File: config.mk
export PLATFORM = sky130hd
export DESIGN_NAME = serial_rx_core
export DESIGN_NICKNAME = d
export VERILOG_FILES = /design/src/rtl/serrx_pkg.sv /design/src/rtl/serrx_filter.sv /design/src/rtl/serrx_sampler.sv /design/src/rtl/serrx_holder.sv /design/src/rtl/serial_rx_core.sv
export SDC_FILE = /design/constraint.sdc
export NUM_CORES = 1
export LEC_CHECK = 0
export BUFFER_PORTS_ARGS = -buffer_cell sky130_fd_sc_hd__buf_2
export CAP_MARGIN = 10
export CORE_ASPECT_RATIO = 1.5
export CORE_MARGIN = 5
export CORE_UTILIZATION = 59
export DETAILED_ROUTE_END_ITERATION = 7
export PLACE_DENSITY = 0.88
export SYNTH_ARGS = -nofsm -noshare
export SYNTH_HDL_FRONTEND = slang
export SYNTH_SLANG_ARGS = --single-unit
File: constraint.sdc
create_clock -name clk -period 2.8 [get_ports clk]
set_input_delay 0.14 -clock clk [delete_from_list [all_inputs] [get_ports clk]]
set_output_delay 0.14 -clock clk [all_outputs]
set_load 0.02 [all_outputs]
File: src/rtl/serrx_pkg.sv
package serrx_pkg;

    typedef enum logic [1:0] {
        LEN_8     = 2'd0,
        LEN_7     = 2'd1,
        LEN_9     = 2'd2,
        LEN_8_ALT = 2'd3
    } len_e;

    typedef enum logic [1:0] {
        PAR_NONE     = 2'd0,
        PAR_EVEN     = 2'd1,
        PAR_ODD      = 2'd2,
        PAR_NONE_ALT = 2'd3
    } par_e;

    typedef enum logic [2:0] {
        ST_IDLE,
        ST_START,
        ST_DATA,
        ST_PAR,
        ST_STOP1,
        ST_STOP2
    } rx_state_e;

    localparam int WORD_W = 9;

    // Frame shape captured at start-bit acceptance
    typedef struct packed {
        len_e par_len_unused_guard_len;
        par_e par;
        logic two_stop;
        logic dbl;
    } rx_cfg_t;

    // Result of one frame
    typedef struct packed {
        logic [WORD_W-1:0] data;
        logic              perr;
        logic              ferr;
    } rx_word_t;

    function automatic logic [3:0] bits_of(input len_e len);
        case (len)
            LEN_7:   return 4'd7;
            LEN_9:   return 4'd9;
            default: return 4'd8;
        endcase
    endfunction

    function automatic logic parity_on(input par_e p);
        return (p == PAR_EVEN) || (p == PAR_ODD);
    endfunction

    // Shift register fills from the top; move the word down to bit 0
    function automatic logic [WORD_W-1:0] align_word(input logic [WORD_W-1:0] sh,
                                                     input len_e len);
        case (len)
            LEN_7:   return {2'b00, sh[WORD_W-1:2]};
            LEN_9:   return sh;
            default: return {1'b0, sh[WORD_W-1:1]};
        endcase
    endfunction

    function automatic logic parity_bad(input logic [WORD_W-1:0] d,
                                        input logic pbit, input par_e p);
        case (p)
            PAR_EVEN: return (^d) ^ pbit;
            PAR_ODD:  return ~((^d) ^ pbit);
            default:  return 1'b0;
        endcase
    endfunction

endpackage

File: src/rtl/serrx_filter.sv
module serrx_filter #(
    parameter int VOTES = 3
) (
    input  logic clk,
    input  logic rst,
    input  logic tick,
    input  logic din,
    output logic dout
);
    logic [VOTES-1:0] hist;
    logic [VOTES-1:0] hist_nxt;

    assign hist_nxt = {hist[VOTES-2:0], din};

    always_ff @(posedge clk) begin
        if (rst) begin
            hist <= '1;
            dout <= 1'b1;
        end else if (tick) begin
            hist <= hist_nxt;
            if (&hist_nxt) begin
                dout <= 1'b1;
            end else if (~|hist_nxt) begin
                dout <= 1'b0;
            end
        end
    end
endmodule

File: src/rtl/serrx_sampler.sv
module serrx_sampler
    import serrx_pkg::*;
#(
    parameter int NORM_TICKS = 16,
    parameter int FAST_TICKS = 8
) (
    input  logic     clk,
    input  logic     rst,
    input  logic     tick,
    input  logic     line,
    input  rx_cfg_t  cfg_in,
    input  logic     edge_start,
    output logic     done,
    output rx_word_t word,
    output len_e     frame_len
);
    localparam int CW = $clog2(NORM_TICKS);
    localparam logic [CW-1:0] NORM_LAST = CW'(NORM_TICKS - 1);
    localparam logic [CW-1:0] NORM_MID  = CW'(NORM_TICKS / 2 - 1);
    localparam logic [CW-1:0] FAST_LAST = CW'(FAST_TICKS - 1);
    localparam logic [CW-1:0] FAST_MID  = CW'(FAST_TICKS / 2 - 1);

    rx_state_e         state;
    logic [CW-1:0]     cnt;
    logic [3:0]        bidx;
    logic [WORD_W-1:0] shreg;
    logic              pbit;
    logic              ferr_acc;
    logic              line_q;
    rx_cfg_t           cfg_q;

    logic [CW-1:0]     lim_full;
    logic [CW-1:0]     lim_mid;
    logic [3:0]        nbits;
    logic              start_seen;
    logic              at_full;
    rx_word_t          word_nxt;

    always_comb begin
        lim_full   = cfg_q.dbl ? FAST_LAST : NORM_LAST;
        lim_mid    = cfg_q.dbl ? FAST_MID  : NORM_MID;
        nbits      = bits_of(cfg_q.par_len_unused_guard_len);
        start_seen = edge_start ? (line_q & ~line) : ~line;
        at_full    = (cnt == lim_full);
        word_nxt.data = align_word(shreg, cfg_q.par_len_unused_guard_len);
        word_nxt.perr = parity_bad(word_nxt.data, pbit, cfg_q.par);
        word_nxt.ferr = ferr_acc | ~line;
    end

    assign frame_len = cfg_q.par_len_unused_guard_len;

    always_ff @(posedge clk) begin
        if (rst) begin
            state    <= ST_IDLE;
            cnt      <= '0;
            bidx     <= '0;
            shreg    <= '0;
            pbit     <= 1'b0;
            ferr_acc <= 1'b0;
            line_q   <= 1'b1;
            cfg_q    <= '{par_len_unused_guard_len: LEN_8, par: PAR_NONE,
                          two_stop: 1'b0, dbl: 1'b0};
            done     <= 1'b0;
            word     <= '0;
        end else begin
            done <= 1'b0;
            if (tick) begin
                line_q <= line;
                case (state)
                    ST_IDLE: begin
                        if (start_seen) begin
                            cfg_q    <= cfg_in;
                            cnt      <= '0;
                            ferr_acc <= 1'b0;
                            state    <= ST_START;
                        end
                    end
                    ST_START: begin
                        if (cnt == lim_mid) begin
                            cnt  <= '0;
                            bidx <= '0;
                            state <= line ? ST_IDLE : ST_DATA;
                        end else begin
                            cnt <= cnt + 1'b1;
                        end
                    end
                    ST_DATA: begin
                        if (at_full) begin
                            cnt   <= '0;
                            shreg <= {line, shreg[WORD_W-1:1]};
                            if (bidx == nbits - 4'd1) begin
                                state <= parity_on(cfg_q.par) ? ST_PAR : ST_STOP1;
                            end else begin
                                bidx <= bidx + 4'd1;
                            end
                        end else begin
                            cnt <= cnt + 1'b1;
                        end
                    end
                    ST_PAR: begin
                        if (at_full) begin
                            cnt   <= '0;
                            pbit  <= line;
                            state <= ST_STOP1;
                        end else begin
                            cnt <= cnt + 1'b1;
                        end
                    end
                    ST_STOP1: begin
                        if (at_full) begin
                            cnt <= '0;
                            if (cfg_q.two_stop) begin
                                ferr_acc <= ~line;
                                state    <= ST_STOP2;
                            end else begin
                                word  <= word_nxt;
                                done  <= 1'b1;
                                state <= ST_IDLE;
                            end
                        end else begin
                            cnt <= cnt + 1'b1;
                        end
                    end
                    ST_STOP2: begin
                        if (at_full) begin
                            cnt   <= '0;
                            word  <= word_nxt;
                            done  <= 1'b1;
                            state <= ST_IDLE;
                        end else begin
                            cnt <= cnt + 1'b1;
                        end
                    end
                    default: state <= ST_IDLE;
                endcase
            end
        end
    end
endmodule

File: src/rtl/serrx_holder.sv
module serrx_holder
    import serrx_pkg::*;
(
    input  logic              clk,
    input  logic              rst,
    input  logic              done,
    input  rx_word_t          word,
    input  logic              ack,
    output logic [WORD_W-1:0] data,
    output logic              valid,
    output logic              perr,
    output logic              ferr,
    output logic              ovr
);
    always_ff @(posedge clk) begin
        if (rst) begin
            data  <= '0;
            valid <= 1'b0;
            perr  <= 1'b0;
            ferr  <= 1'b0;
            ovr   <= 1'b0;
        end else if (done && valid && !ack) begin
            ovr <= 1'b1;
        end else if (done) begin
            data  <= word.data;
            perr  <= word.perr;
            ferr  <= word.ferr;
            valid <= 1'b1;
            ovr   <= 1'b0;
        end else if (ack) begin
            valid <= 1'b0;
            perr  <= 1'b0;
            ferr  <= 1'b0;
            ovr   <= 1'b0;
        end
    end
endmodule

File: src/rtl/serial_rx_core.sv
module serial_rx_core
    import serrx_pkg::*;
#(
    parameter int NORM_TICKS = 16,
    parameter int FAST_TICKS = 8,
    parameter int VOTES      = 3
) (
    input  logic       clk,
    input  logic       rst,
    input  logic       tick_en,
    input  logic       rx_line,
    input  logic [1:0] cfg_len,
    input  logic [1:0] cfg_parity,
    input  logic       cfg_two_stop,
    input  logic       cfg_edge_start,
    input  logic       cfg_double,
    input  logic       rd_ack,
    output logic [8:0] rx_data,
    output logic       rx_valid,
    output logic       err_parity,
    output logic       err_framing,
    output logic       err_overrun,
    output logic       line_filt
);
    rx_cfg_t  cfg_now;
    rx_word_t done_word;
    logic     frame_done;
    len_e     active_len;

    always_comb begin
        cfg_now.par_len_unused_guard_len = len_e'(cfg_len);
        cfg_now.par      = par_e'(cfg_parity);
        cfg_now.two_stop = cfg_two_stop;
        cfg_now.dbl      = cfg_double;
    end

    serrx_filter #(.VOTES(VOTES)) filt_i (
        .clk  (clk),
        .rst  (rst),
        .tick (tick_en),
        .din  (rx_line),
        .dout (line_filt)
    );

    serrx_sampler #(.NORM_TICKS(NORM_TICKS), .FAST_TICKS(FAST_TICKS)) samp_i (
        .clk        (clk),
        .rst        (rst),
        .tick       (tick_en),
        .line       (line_filt),
        .cfg_in     (cfg_now),
        .edge_start (cfg_edge_start),
        .done       (frame_done),
        .word       (done_word),
        .frame_len  (active_len)
    );

    serrx_holder hold_i (
        .clk   (clk),
        .rst   (rst),
        .done  (frame_done),
        .word  (done_word),
        .ack   (rd_ack),
        .data  (rx_data),
        .valid (rx_valid),
        .perr  (err_parity),
        .ferr  (err_framing),
        .ovr   (err_overrun)
    );
endmodule

---- After elaboration in Yosys (flattened, before gate mapping) ----
Index checks and enable logic that the tools add are counted.
storage, ports and cells
  register bits after elaboration ......... 57
  latch bits .............................. 0
  memory bits (writable) .................. 0
  ROM bits ................................ 0
  input bits .............................. 12
  logic and storage cells ................. 127
  memories kept ........................... 0
operators by class
  add/sub/neg operators ................... 3
  $mul .................................... 0
  div/mod/pow operators ................... 0
  magnitude comparators ................... 0
  equality and inequality tests ........... 23
  shift-type cells ........................ 0
  multiplexer cells ....................... 45
  bitwise operators ....................... 7
  reduce and logical (&&, ||, !) cells .... 27
operators by type and width
  kind                                                                      number
  11-bit two-way mux                                                        3
  3-bit two-way mux                                                         10
  4-bit two-way mux                                                         7
  11-bit one-hot mux with 2 select lines                                    1
  2-bit by 1-bit inequality test with 1-bit output (second input constant)  9
  3-bit one-hot mux with 6 select lines                                     1
  9-bit one-hot mux with 2 select lines                                     1
  4-bit one-hot mux with 2 select lines                                     2
  1-bit two-way mux                                                         15
  3-bit AND reduction                                                       5
  5-bit AND reduction                                                       3
  4-bit == test                                                             3
  4-bit one-hot mux with 3 select lines                                     1
  9-bit XOR reduction                                                       1
  4-bit by 1-bit adder with 4-bit output (second input constant)            2
  8-bit AND reduction                                                       1
  2-bit nonzero test                                                        4
  3-bit by 2-bit == test with 1-bit output (second input constant)          2
  3-bit == test (second input constant)                                     2
  1-bit one-hot mux with 2 select lines                                     3
  2-bit AND reduction                                                       3
  3-bit nonzero test                                                        2
  2-bit by 1-bit == test with 1-bit output (second input constant)          2
  2-bit == test (second input constant)                                     2
  other kinds (15)                                                          20

---- Longest topological paths before layout ----
Gate-level depths: netlist of run 1.
  depth in word-level cells ............... 9
  depth in mapped cells ................... 9
  depth with buffers taken out ............ 8

---- Cells and area by module ----
A second synthesis of run 1 with hierarchy kept.
second synthesis, totals
  cell total of the unflattened synthesis .. 346
  area, all modules ....................... 3066.7 sq um
by module, submodules not included
  module         times used  cells each  area an instance (sq um)  seq. area each (sq um)
  serrx_sampler  1           279         2367.3                    820.8
  serrx_holder   1           57          578.1                     260.2
  serrx_filter   1           10          121.4                     60.1

---- Worst setup path before layout of run 1 ----
Ideal clock, no wire load.
  kind .................................... register -> register
  from .................................... register samp_i.cfg_q (netlist bit samp_i.frame_len[0])
  to ...................................... register, netlist name samp_i.word[1]
  setup time .............................. 0.132 ns
  arrival ................................. 1.964 ns
  slack ................................... 0.703 ns
  stages on the path, launching flop included .. 10
  path buffers ............................ 1
  clock period less this slack ............ 2.097 ns
  cells stage by stage .................... dfxtp_1 inv_1 ha_1 buf_2 a221oi_1 o211ai_1 a211oi_1 o21ai_0 a21boi_1 nor4_2
between the ends
  cells in the longest elaborated chain, start to end .. 9
  elaborated cells on any way between the ends .. 11
  classes of those cells .................. eq/ne: 2; mux: 6; bitwise: 2; reduce/logical: 1
RTL lines
  element                                                                    line                              source
  start, declared                                                            serrx_sampler.sv:30               rx_cfg_t cfg_q;
  start signal, assigned                                                     serrx_sampler.sv:61               cfg_q <= '{par_len_unused_guard_len: LEN_8, par: PAR_NONE,
  start signal, assigned                                                     serrx_sampler.sv:72               cfg_q <= cfg_in;
  2-bit == test or 2-bit by 1-bit == test with 1-bit output (tied branches)  serrx_pkg.sv:58                   case (len)
  9-bit one-hot mux with 2 select lines *                                    serrx_pkg.sv:58
  9-bit XOR reduction *                                                      serrx_pkg.sv:68, serrx_pkg.sv:69
  1-bit bitwise XOR *                                                        serrx_pkg.sv:68, serrx_pkg.sv:69
  1-bit NOT                                                                  serrx_pkg.sv:69                   PAR_ODD: return ~((^d) ^ pbit);
  1-bit one-hot mux with 2 select lines *                                    serrx_pkg.sv:67                   case (p)
  11-bit two-way mux                                                         serrx_sampler.sv:112              if (cfg_q.two_stop) begin
  11-bit two-way mux                                                         serrx_sampler.sv:110              if (at_full) begin
  11-bit one-hot mux with 2 select lines *                                   serrx_sampler.sv:69               case (state)
Mark *: on every way between the ends. The rest lies on a longest branch, timed or not. The select of a mux whose other input is x is not followed.
A chain may end at the register's enable or synchronous reset.

---- Final worst setup path of run 1 ----
  from .................................... register samp_i.cfg_q (netlist bit samp_i.frame_len[0])
  to ...................................... register, netlist name samp_i.word[1]
between the ends
  cells in the longest elaborated chain, start to end .. 9
  elaborated cells on any way between the ends .. 11
  classes of those cells .................. eq/ne: 2; mux: 6; bitwise: 2; reduce/logical: 1
RTL lines
  element                                                                    line
  2-bit == test or 2-bit by 1-bit == test with 1-bit output (tied branches)  serrx_pkg.sv:58
  9-bit one-hot mux with 2 select lines *                                    serrx_pkg.sv:58
  9-bit XOR reduction *                                                      serrx_pkg.sv:68, serrx_pkg.sv:69
  1-bit bitwise XOR *                                                        serrx_pkg.sv:68, serrx_pkg.sv:69
  1-bit NOT                                                                  serrx_pkg.sv:69
  1-bit one-hot mux with 2 select lines *                                    serrx_pkg.sv:67
  11-bit two-way mux                                                         serrx_sampler.sv:112
  11-bit two-way mux                                                         serrx_sampler.sv:110
  11-bit one-hot mux with 2 select lines *                                   serrx_sampler.sv:69
Marks and branches as above.

==> results of run 1 <==
[layout by cell type (no fill, tap or decap), types with 11 or more instances in the layout]
master	instances
o21ai_0	14
nor2_1	42
mux2i_1	22
nand2_1	24
dfxtp_1	57
nor2b_1	12
a21oi_1	25
buf_2	25
nand3_1	14
inv_1	11
[cells by family (layout without fill, tap and decap cells)]
group           count (synthesis)  count (layout)  share of synthesized area
fa+ha+maj                       7               7                     0.0297
compound gates                 91              91                      0.217
buf+inv                        31              53                     0.0453
simple gates                  129             129                      0.219
mux                            22              22                     0.0746
flops                          57              57                      0.386
xor+xnor                        8               8                     0.0284
[where the power goes]
group / leakage (uW) / switching, uW / internal, uW / total [uW]
sequential: 0.000460 / 26.9 / 823 / 850
combinational: 0.000730 / 95.9 / 65.0 / 161
clock: 0.000106 / 339 / 500 / 839
[final timing paths]
| check | endpoint | cells past startpoint |
|---|---|---|
| max | samp_i.word[1] | 8 |
| min | samp_i.frame_len[1] | 3 |
| max reg2reg | samp_i.word[1] | 8 |
| min reg2reg | hold_i.data[1] | 2 |
[worst max-delay path, delay by kind of cell, from the launching register on]
family,cells,cell delay (ns)
AOI/OAI and AO/OA,5,1.27
adders and majority gates,1,0.56
buffers and inverters,1,0.07
DFF,1,0.35
and+or+nand+nor,1,0.07
[metrics by stage]
step,total power [uW],setup slack [ns],cell area [um2]
after floorplan,989,0.703,2950
after global placement,1020,0.505,3070
after detailed placement,1020,0.346,3070
after CTS,1860,0.328,3300
after global routing,1930,0.0943,3300
final,1850,0.320,3300
[flip-flops by register name (all words and copies together) (netlist names)]
name	flops
samp_i.word	11
hold_i.data	9
samp_i.shreg	9
samp_i.bidx	4
samp_i.cfg_q	4
samp_i.cnt	4
samp_i.state	3
filt_i.hist	2
samp_i.frame_len	2
filt_i.dout	1
hold_i.ferr	1
hold_i.ovr	1
hold_i.perr	1
hold_i.valid	1
samp_i.done	1
samp_i.ferr_acc	1
samp_i.line_q	1
samp_i.pbit	1
[routing by layer]
metal / part of all wire / wire length, um
met1: 0.44 / 2690
met2: 0.48 / 2960
met3: 0.048 / 292
met4: 0.030 / 184
met5: 0 / 0
[what timing repair did]
item / 4_1_cts / 5_1_grt
hold endpoints to repair: 1 / 0
setup endpoints to repair: 0 / 0
hold buffers: 1 / 0
[area by class of cell]
type | count | share of cell area
Multi-Input combinational cell | 257 | 0.509
Timing Repair Buffer | 26 | 0.0410
Inverter | 11 | 0.0125
Clock inverter | 7 | 0.0285
Sequential cell | 57 | 0.346
Tap cell | 66 | 0.0251
Clock buffer | 9 | 0.0376
==> impl_metrics.ini, run 1 <==
[grt]
grt-ovfl-total = 0
global_route.peak_usage_layer = met2
grt.total_usage = 0.202
gr-usage-met3 = 0.0510
largest_net_degree_at_the_start_of_global_routing = 58
grt_first_pass_wirelength_mm = 10.3
met1_usage = 0.252
number_of_antenna_violations_at_the_first_check_in_global_routing = 0
first_global_vias = 2309
globalRouteMet2Util = 0.303

[finish]
fillers = 388
area_delta_synth_final_pct = 11.6
layout-drive-gt1-share = 0.155
fin_cells = 433
multiInputGateArea_mm2 = 0.00168
layout.core_utilization = 0.680
register_area_mm2 = 0.00114
final_net_count = 381
diodes = 0

[setup_path]
regToRegSetupSlack_ns = 0.32
cp_data_required_time_ns = 2.99
cell_at_the_slowest_stage_of_the_critical_path = ha_1
setup.worst_path.end_class = flip-flop
critical_path.cell_chain = inv_1 -> ha_1 -> a221oi_1 -> o211ai_1 -> a211oi_1 -> o21ai_0 -> a21boi_1 -> nor4_2
critical_path_class = flip-flop to flip-flop
crit_path_start_kind = flip-flop
worst_ep_arrival_time_ns = 2.67
path_max_fanout = 25
cpPeakStageDelay_ns = 0.56
startpoint = samp_i.frame_len[0]
crit-reg2reg-launch = samp_i.frame_len[0]

[sta]
fin_skew_ns = 0.00915
final.min_clock_period_ns = 2.48
timing.final.crit_share = 0.886
worst_hold_slack_ns = 0.0346
max-slew-margin-rel = 0.332
timing.final.setup_violations = 0
final.setup.tns_ns = 0
slew_violations = 0
unrepaired_setup_endpoints_after_global_routing = no
fmaxAchievable_mhz = 403
hold_viol_final = 0
tightestPinTransition_ns = 1.00

[placement]
dpl.cell_count = 416
globalplace.congestion = 0.884
dp_hpwl_mm = 4.16
io_buffer_count = 25

[floorplanning]
die-width_um = 67.8
ioPinCount = 26
die-area_mm2 = 0.00655
initial_utilization = 0.609
floorplan.core_area_mm2 = 0.00485
die_h_um = 96.6
std_cell_rows = 31

[clock_network]
postCtsSetupRepairBufs = 0
tritoncts.num_buffers = 9
tritoncts_clock_tree = yes
resize_count_post_cts = 0
root_buffer = clkbuf_8
cts_sinks = 57
cts_htree_levels = 3
clock_pin_slew_on_the_worst_setup_and_hold_paths_ns = 0.07
max-clock-path-buffers = 2
worst_skew_pair.late_latency_ns = 0.34

[logic_synthesis]
synth_async_sr_flop_share = 0
postSynthNetCount = 364
most_common_cell_in_the_synthesized_netlist = dfxtp_1
synth-seq-area-share = 0.386
syn-instance-count = 345
ys_types = 52
synth_top_cell_by_area = dfxtp_1
ys_top_cells_by_count = 57 x dfxtp_1, 42 x nor2_1, 25 x a21oi_1
post_synth_edffs = 0
dominantRegCellSynth = dfxtp_1
avgSynthCellArea_um2 = 8.56
synth_warn = 0
synth.cell_area_mm2 = 0.00295
yosys_register_bits = 57
area_fraction_of_the_dominant_cell_type_after_synthesis = 0.386
synthTopCellsByArea = dfxtp_1 39%, mux2i_1 7.5%, nor2_1 5.3%

[drt]
drtIter0Drc = 288
drt-vias-per-instance = 5.92
total_via_count_after_detailed_routing = 2564
postRouteAntennaNets = 0
postRouteWirelength_mm = 6.14
drt_pre_antenna_iters = 4
drc_errors = 0
route.detailed.wl_per_inst_um = 14.2

[pwr]
vdd_drop_max_mv = 0.306
p_leak_uw = 0.00129
power.density_cell_area_mw_per_mm2 = 561

[min_path]
critical_hold_path_startpoint = cfg_len[1]
min-delay-path-class = primary input to flip-flop

[run_status]
status = completed

[flow_run]
total_of_max_cap_violations = 0
(Power assumes the default switching activity.)
==> run 2, diff against run 1 <==
--- a/config.mk
+++ b/config.mk
@@ -11,7 +11,7 @@
 export CORE_MARGIN = 5
 export CORE_UTILIZATION = 59
 export DETAILED_ROUTE_END_ITERATION = 7
-export PLACE_DENSITY = 0.88
+export PLACE_DENSITY = 0.79
 export SYNTH_ARGS = -nofsm -noshare
 export SYNTH_HDL_FRONTEND = slang
 export SYNTH_SLANG_ARGS = --single-unit
==> impl_metrics.ini, run 2 (synthesis results as in run 1) <==
[clock_network]
max-clock-path-buffers = 2
tritoncts_clock_tree = yes
tritoncts.num_buffers = 9
worst_skew_pair.late_latency_ns = 0.34
clock_pin_slew_on_the_worst_setup_and_hold_paths_ns = 0.07
postCtsSetupRepairBufs = 0
cts_sinks = 57
root_buffer = clkbuf_8
cts_htree_levels = 3

[setup_path]
regToRegSetupSlack_ns = 0.36
path_max_fanout = 25
critPathCapture = samp_i.bidx[3]
worst_ep_arrival_time_ns = 2.69
critical_path_class = flip-flop to flip-flop
crit_path_start_kind = flip-flop
setup.worst_path.end_class = flip-flop
cell_at_the_slowest_stage_of_the_critical_path = ha_1
reg2reg_depth = 7
critical_path.cell_chain = inv_1 -> ha_1 -> xnor2_1 -> a31oi_2 -> o21ai_2 -> or4_1 -> a21oi_1
worstReg2RegEnd = samp_i.bidx[3]
cpPeakStageDelay_ns = 0.71
cp_data_required_time_ns = 3.05
crit-reg2reg-launch = samp_i.frame_len[0]
startpoint = samp_i.frame_len[0]

[drt]
drt-vias-per-instance = 5.77
postRouteAntennaNets = 0
drtIter0Drc = 214
drc_errors = 0
route.detailed.wl_per_inst_um = 13.6
drt_pre_antenna_iters = 5
total_via_count_after_detailed_routing = 2503
postRouteWirelength_mm = 5.91

[finish]
layout-drive-gt1-share = 0.158
fin_cells = 434
largest-register = samp_i.word
layout.core_utilization = 0.681
area_delta_synth_final_pct = 11.9
max_reg_flops = 11
final_net_count = 382
final_cell_mix = 57 x dfxtp_1, 42 x nor2_1, 25 x a21oi_1, 25 x buf_2, 24 x nand2_1
mostFrequentLayoutCell = dfxtp_1
diodes = 0
top_regs = samp_i.word (11), hold_i.data (9), samp_i.shreg (9)
fillers = 395

[grt]
grt.total_usage = 0.198
number_of_antenna_violations_at_the_first_check_in_global_routing = 0
grt-ovfl-total = 0
met1_usage = 0.267
first_global_vias = 2225
global_route.peak_usage_layer = met2
grt_first_pass_wirelength_mm = 10.3
largest_net_degree_at_the_start_of_global_routing = 58
globalRouteMet2Util = 0.301
gr-usage-met3 = 0.0487

[sta]
fin_skew_ns = 0.00812
timing.final.setup_violations = 0
fmaxAchievable_mhz = 410
final.setup.tns_ns = 0
hold_viol_final = 0
max-slew-margin-rel = 0.329
final.min_clock_period_ns = 2.44
unrepaired_setup_endpoints_after_global_routing = no
timing.final.crit_share = 0.872
slew_violations = 0
tightestPinTransition_ns = 1.01

[floorplanning]
die-area_mm2 = 0.00655
die_h_um = 96.6
std_cell_rows = 31
ioPinCount = 26
initial_utilization = 0.609
floorplan.core_area_mm2 = 0.00485
die-width_um = 67.8

[min_path]
min-delay-path-class = primary input to flip-flop

[flow_run]
total_of_max_cap_violations = 0

[placement]
dp_hpwl_mm = 4.07
io_buffer_count = 25
dpl.cell_count = 417
globalplace.congestion = 0.923

[pwr]
power.density_cell_area_mw_per_mm2 = 558
vdd_drop_max_mv = 0.455
p_leak_uw = 0.00130

[run_status]
status = completed
[run 2: how the worst min path moves through the flow]
stage | slack (ns) | cells after the start | end | from
detailed placement | 0.35 | 2 | hold_i.ovr | rd_ack
finish | 0.03 | 3 | samp_i.cfg_q[0] | cfg_double
floorplan | 0.22 | 1 | hold_i.ovr | rd_ack
global placement | 0.33 | 2 | hold_i.ovr | rd_ack
global route | 0.03 | 3 | samp_i.cfg_q[0] | cfg_double
CTS | 0.03 | 3 | samp_i.cfg_q[1] | cfg_two_stop
[run 2: routing by layer]
layer,vias up,part of all wire
li1,1275,-
met1,1179,0.47
met3,4,0.045
met5,-,0
met2,45,0.48
met4,0,0.0068
[run 2: what timing repair did]
item	4_1_cts	5_1_grt
hold buffers	1	0
hold endpoints to repair	1	0
endpoints found under the setup margin	0	0
resized for setup	0	0
[run 2: metrics by stage]
| step | cell area [um2] | power, uW | hold WS (ns) | worst slack, ns |
|---|---|---|---|---|
| floorplan | 2950 | 989 | 0.219 | 0.703 |
| global placement | 3080 | 1020 | 0.334 | 0.488 |
| detailed placement | 3080 | 1020 | 0.349 | 0.385 |
| CTS | 3300 | 1860 | 0.0261 | 0.357 |
| global route | 3300 | 1930 | 0.0315 | 0.144 |
| finish | 3300 | 1840 | 0.0339 | 0.359 |
[run 2: worst max-delay path, delay by kind of cell (launching register included)]
family	cells	cell delay [ns]
AND/OR/NAND/NOR	1	0.49
adder cells (fa/ha/maj)	1	0.71
AO/OA/AOI/OAI	3	0.58
XOR/XNOR	1	0.17
buffers and inverters	1	0.07
flip-flops	1	0.35
[run 2: where the power goes]
part | internal [uW] | leakage (uW) | switching [uW]
Combinational | 65.1 | 0.000735 | 92.1
Sequential | 823 | 0.000460 | 25.4
Clock | 500 | 0.000106 | 339
Total | 1390 | 0.00130 | 456
[run 2: cell type report]
| cell class | instances | area (um2) | area share |
|---|---|---|---|
| tap | 66 | 82.6 | 0.0250 |
| clock buffer | 9 | 124 | 0.0375 |
| timing repair buffer | 27 | 143 | 0.0432 |
| clock inverter | 7 | 93.8 | 0.0284 |
| multi-input combinational | 257 | 1680 | 0.508 |
| sequential | 57 | 1140 | 0.345 |
| inverter | 11 | 41.3 | 0.0125 |
==> run 3, diff against run 2 <==
--- a/config.mk
+++ b/config.mk
@@ -7,11 +7,13 @@
 export LEC_CHECK = 0
 export BUFFER_PORTS_ARGS = -buffer_cell sky130_fd_sc_hd__buf_2
 export CAP_MARGIN = 10
+export CELL_PAD_IN_SITES_DETAIL_PLACEMENT = 0
+export CELL_PAD_IN_SITES_GLOBAL_PLACEMENT = 1
 export CORE_ASPECT_RATIO = 1.5
 export CORE_MARGIN = 5
-export CORE_UTILIZATION = 59
+export CORE_UTILIZATION = 45
 export DETAILED_ROUTE_END_ITERATION = 7
-export PLACE_DENSITY = 0.79
+export PLACE_DENSITY_LB_ADDON = 0.1
 export SYNTH_ARGS = -nofsm -noshare
 export SYNTH_HDL_FRONTEND = slang
 export SYNTH_SLANG_ARGS = --single-unit
==> impl_metrics.ini, run 3 (synthesis results as in run 1) <==
[run_status]
status = completed

[setup_path]
cp.buffers_inverters = 1
regToRegSetupSlack_ns = 0.27
cp_data_required_time_ns = 3.05
critical_path.cell_chain = inv_1 -> ha_1 -> o21ai_1 -> xnor2_1 -> xnor3_1 -> a21boi_1 -> nor4_2
cell_at_the_slowest_stage_of_the_critical_path = ha_1
critical_path_class = flip-flop to flip-flop
worstReg2RegEnd = samp_i.word[1]
reg2reg_depth = 7
worst_ep_arrival_time_ns = 2.77
timing.critical_path.max_delay_family = adder cells
crit_path_start_kind = flip-flop
setup.worst_path.end_class = flip-flop
path_max_fanout = 25
crit-reg2reg-launch = samp_i.frame_len[0]
cpPeakStageDelay_ns = 0.73

[floorplanning]
die_h_um = 109
ioPinCount = 26
die-area_mm2 = 0.00832
std_cell_rows = 36
initial_utilization = 0.458
floorplan.core_area_mm2 = 0.00644
die-width_um = 76.1

[sta]
slew_violations = 0
tightestPinTransition_ns = 1.05
unrepaired_setup_endpoints_after_global_routing = no
fmaxAchievable_mhz = 396
max-slew-margin-rel = 0.303
fin_skew_ns = 0.0118
hold_viol_final = 0
final.setup.tns_ns = 0
timing.final.crit_share = 0.902
timing.final.setup_violations = 0
final.min_clock_period_ns = 2.53

[drt]
total_via_count_after_detailed_routing = 2505
postRouteAntennaNets = 0
postRouteWirelength_mm = 6.63
drt_pre_antenna_iters = 4
drt-vias-per-instance = 5.64
route.detailed.wl_per_inst_um = 14.9
drtIter0Drc = 159
drc_errors = 0

[grt]
largest_net_degree_at_the_start_of_global_routing = 58
grt.total_usage = 0.165
first_global_vias = 2383
number_of_antenna_violations_at_the_first_check_in_global_routing = 0
grt-ovfl-total = 0
grt_first_pass_wirelength_mm = 11.0

[finish]
diodes = 0
top_regs = samp_i.word (11), hold_i.data (9), samp_i.shreg (9)
area_delta_synth_final_pct = 11.3
largest-register = samp_i.word
max_reg_flops = 11
final_cell_mix = 57 x dfxtp_1, 42 x nor2_1, 25 x a21oi_1, 25 x buf_2, 24 x nand2_1
layout.core_utilization = 0.510
fin_cells = 444
final_net_count = 382
mostFrequentLayoutCell = dfxtp_1
layout-drive-gt1-share = 0.158

[min_path]
timing.hold.worst_endpoint = samp_i.cfg_q[2]
timing.hold.worst_path_depth = 3
critical_hold_path_startpoint = cfg_parity[0]
min-delay-path-class = primary input to flip-flop

[clock_network]
worst_skew_pair.late_latency_ns = 0.34
clock_pin_slew_on_the_worst_setup_and_hold_paths_ns = 0.07
cts_sinks = 57
cts_hold_buffers = 1
root_buffer = clkbuf_8
tritoncts_clock_tree = yes
cts_htree_levels = 3
max-clock-path-buffers = 2
resize_count_post_cts = 0
tritoncts.num_buffers = 9
postCtsSetupRepairBufs = 0

[flow_run]
total_of_max_cap_violations = 0

[placement]
dp_hpwl_mm = 4.57
io_buffer_count = 25
globalplace.congestion = 0.795
dpl.cell_count = 427

[pwr]
p_leak_uw = 0.00128
vdd_drop_max_mv = 0.376
power.density_cell_area_mw_per_mm2 = 527
-- run 3: changes by cell type in the layout (fill, tap and decap cells not counted) --
cell / delta
inv_6: +1
clkinv_4: +2
bufinv_16: -2
clkinv_2: -2
clkbuf_8: +1
-- run 3: report_power, final --
part | switching (uW) | leakage [uW] | internal, uW
sequential | 26.0 | 0.000460 | 823
combinational | 94.8 | 0.000735 | 65.0
clock | 368 | 0.0000895 | 354
total | 489 | 0.00128 | 1240
-- run 3: routing by layer --
metal | track usage | vias up | share of wire | routed length [um]
met2 | 0.303 | 40 | 0.53 | 3520
met3 | 0.0397 | 13 | 0.027 | 180
met1 | 0.176 | 1172 | 0.42 | 2780
met4 | 0.0763 | 0 | 0.023 | 150
li1 | - | 1280 | - | -
met5 | 0 | - | 0 | 0
-- run 3: worst max-delay path by stage --
stage                     cells past startpoint  slack, ns        endpoint           startpoint
after floorplan                               9       0.70  samp_i.word[1]  samp_i.frame_len[0]
after global placement                        7       0.34  samp_i.word[1]  samp_i.frame_len[0]
after detailed placement                      7       0.29  samp_i.word[1]  samp_i.frame_len[0]
after CTS                                     7       0.27  samp_i.word[1]  samp_i.frame_len[0]
after global routing                          7       0.08  samp_i.word[1]  samp_i.frame_len[0]
final                                         7       0.27  samp_i.word[1]  samp_i.frame_len[0]
-- run 3: tightest hold or removal path, delay by kind of cell --
| family | cells | cell delay, ns |
|---|---|---|
| mux | 1 | 0.05 |
| buf+inv | 1 | 0.07 |
| simple gates | 1 | 0.07 |
-- run 3: layout make-up --
class                   instances  area, um2
repair buffers                 27        143
flip-flops and latches         57       1140
well taps                      76       95.1
fillers                       669       3160
clock inverters                 6       50.0
clock buffers                  10        138
inverters                      11       41.3
multi-input cells             257       1680
-- run 3: stage by stage --
stage	setup slack [ns]	hold slack [ns]	power [uW]	cell area, um2
3_5_place_dp	0.286	0.348	1030	3090
3_3_place_gp	0.344	0.338	1030	3090
5_1_grt	0.0764	0.0352	1820	3290
6_report	0.273	0.0332	1730	3290
4_1_cts	0.271	0.0170	1760	3290
2_1_floorplan	0.703	0.219	989	2950
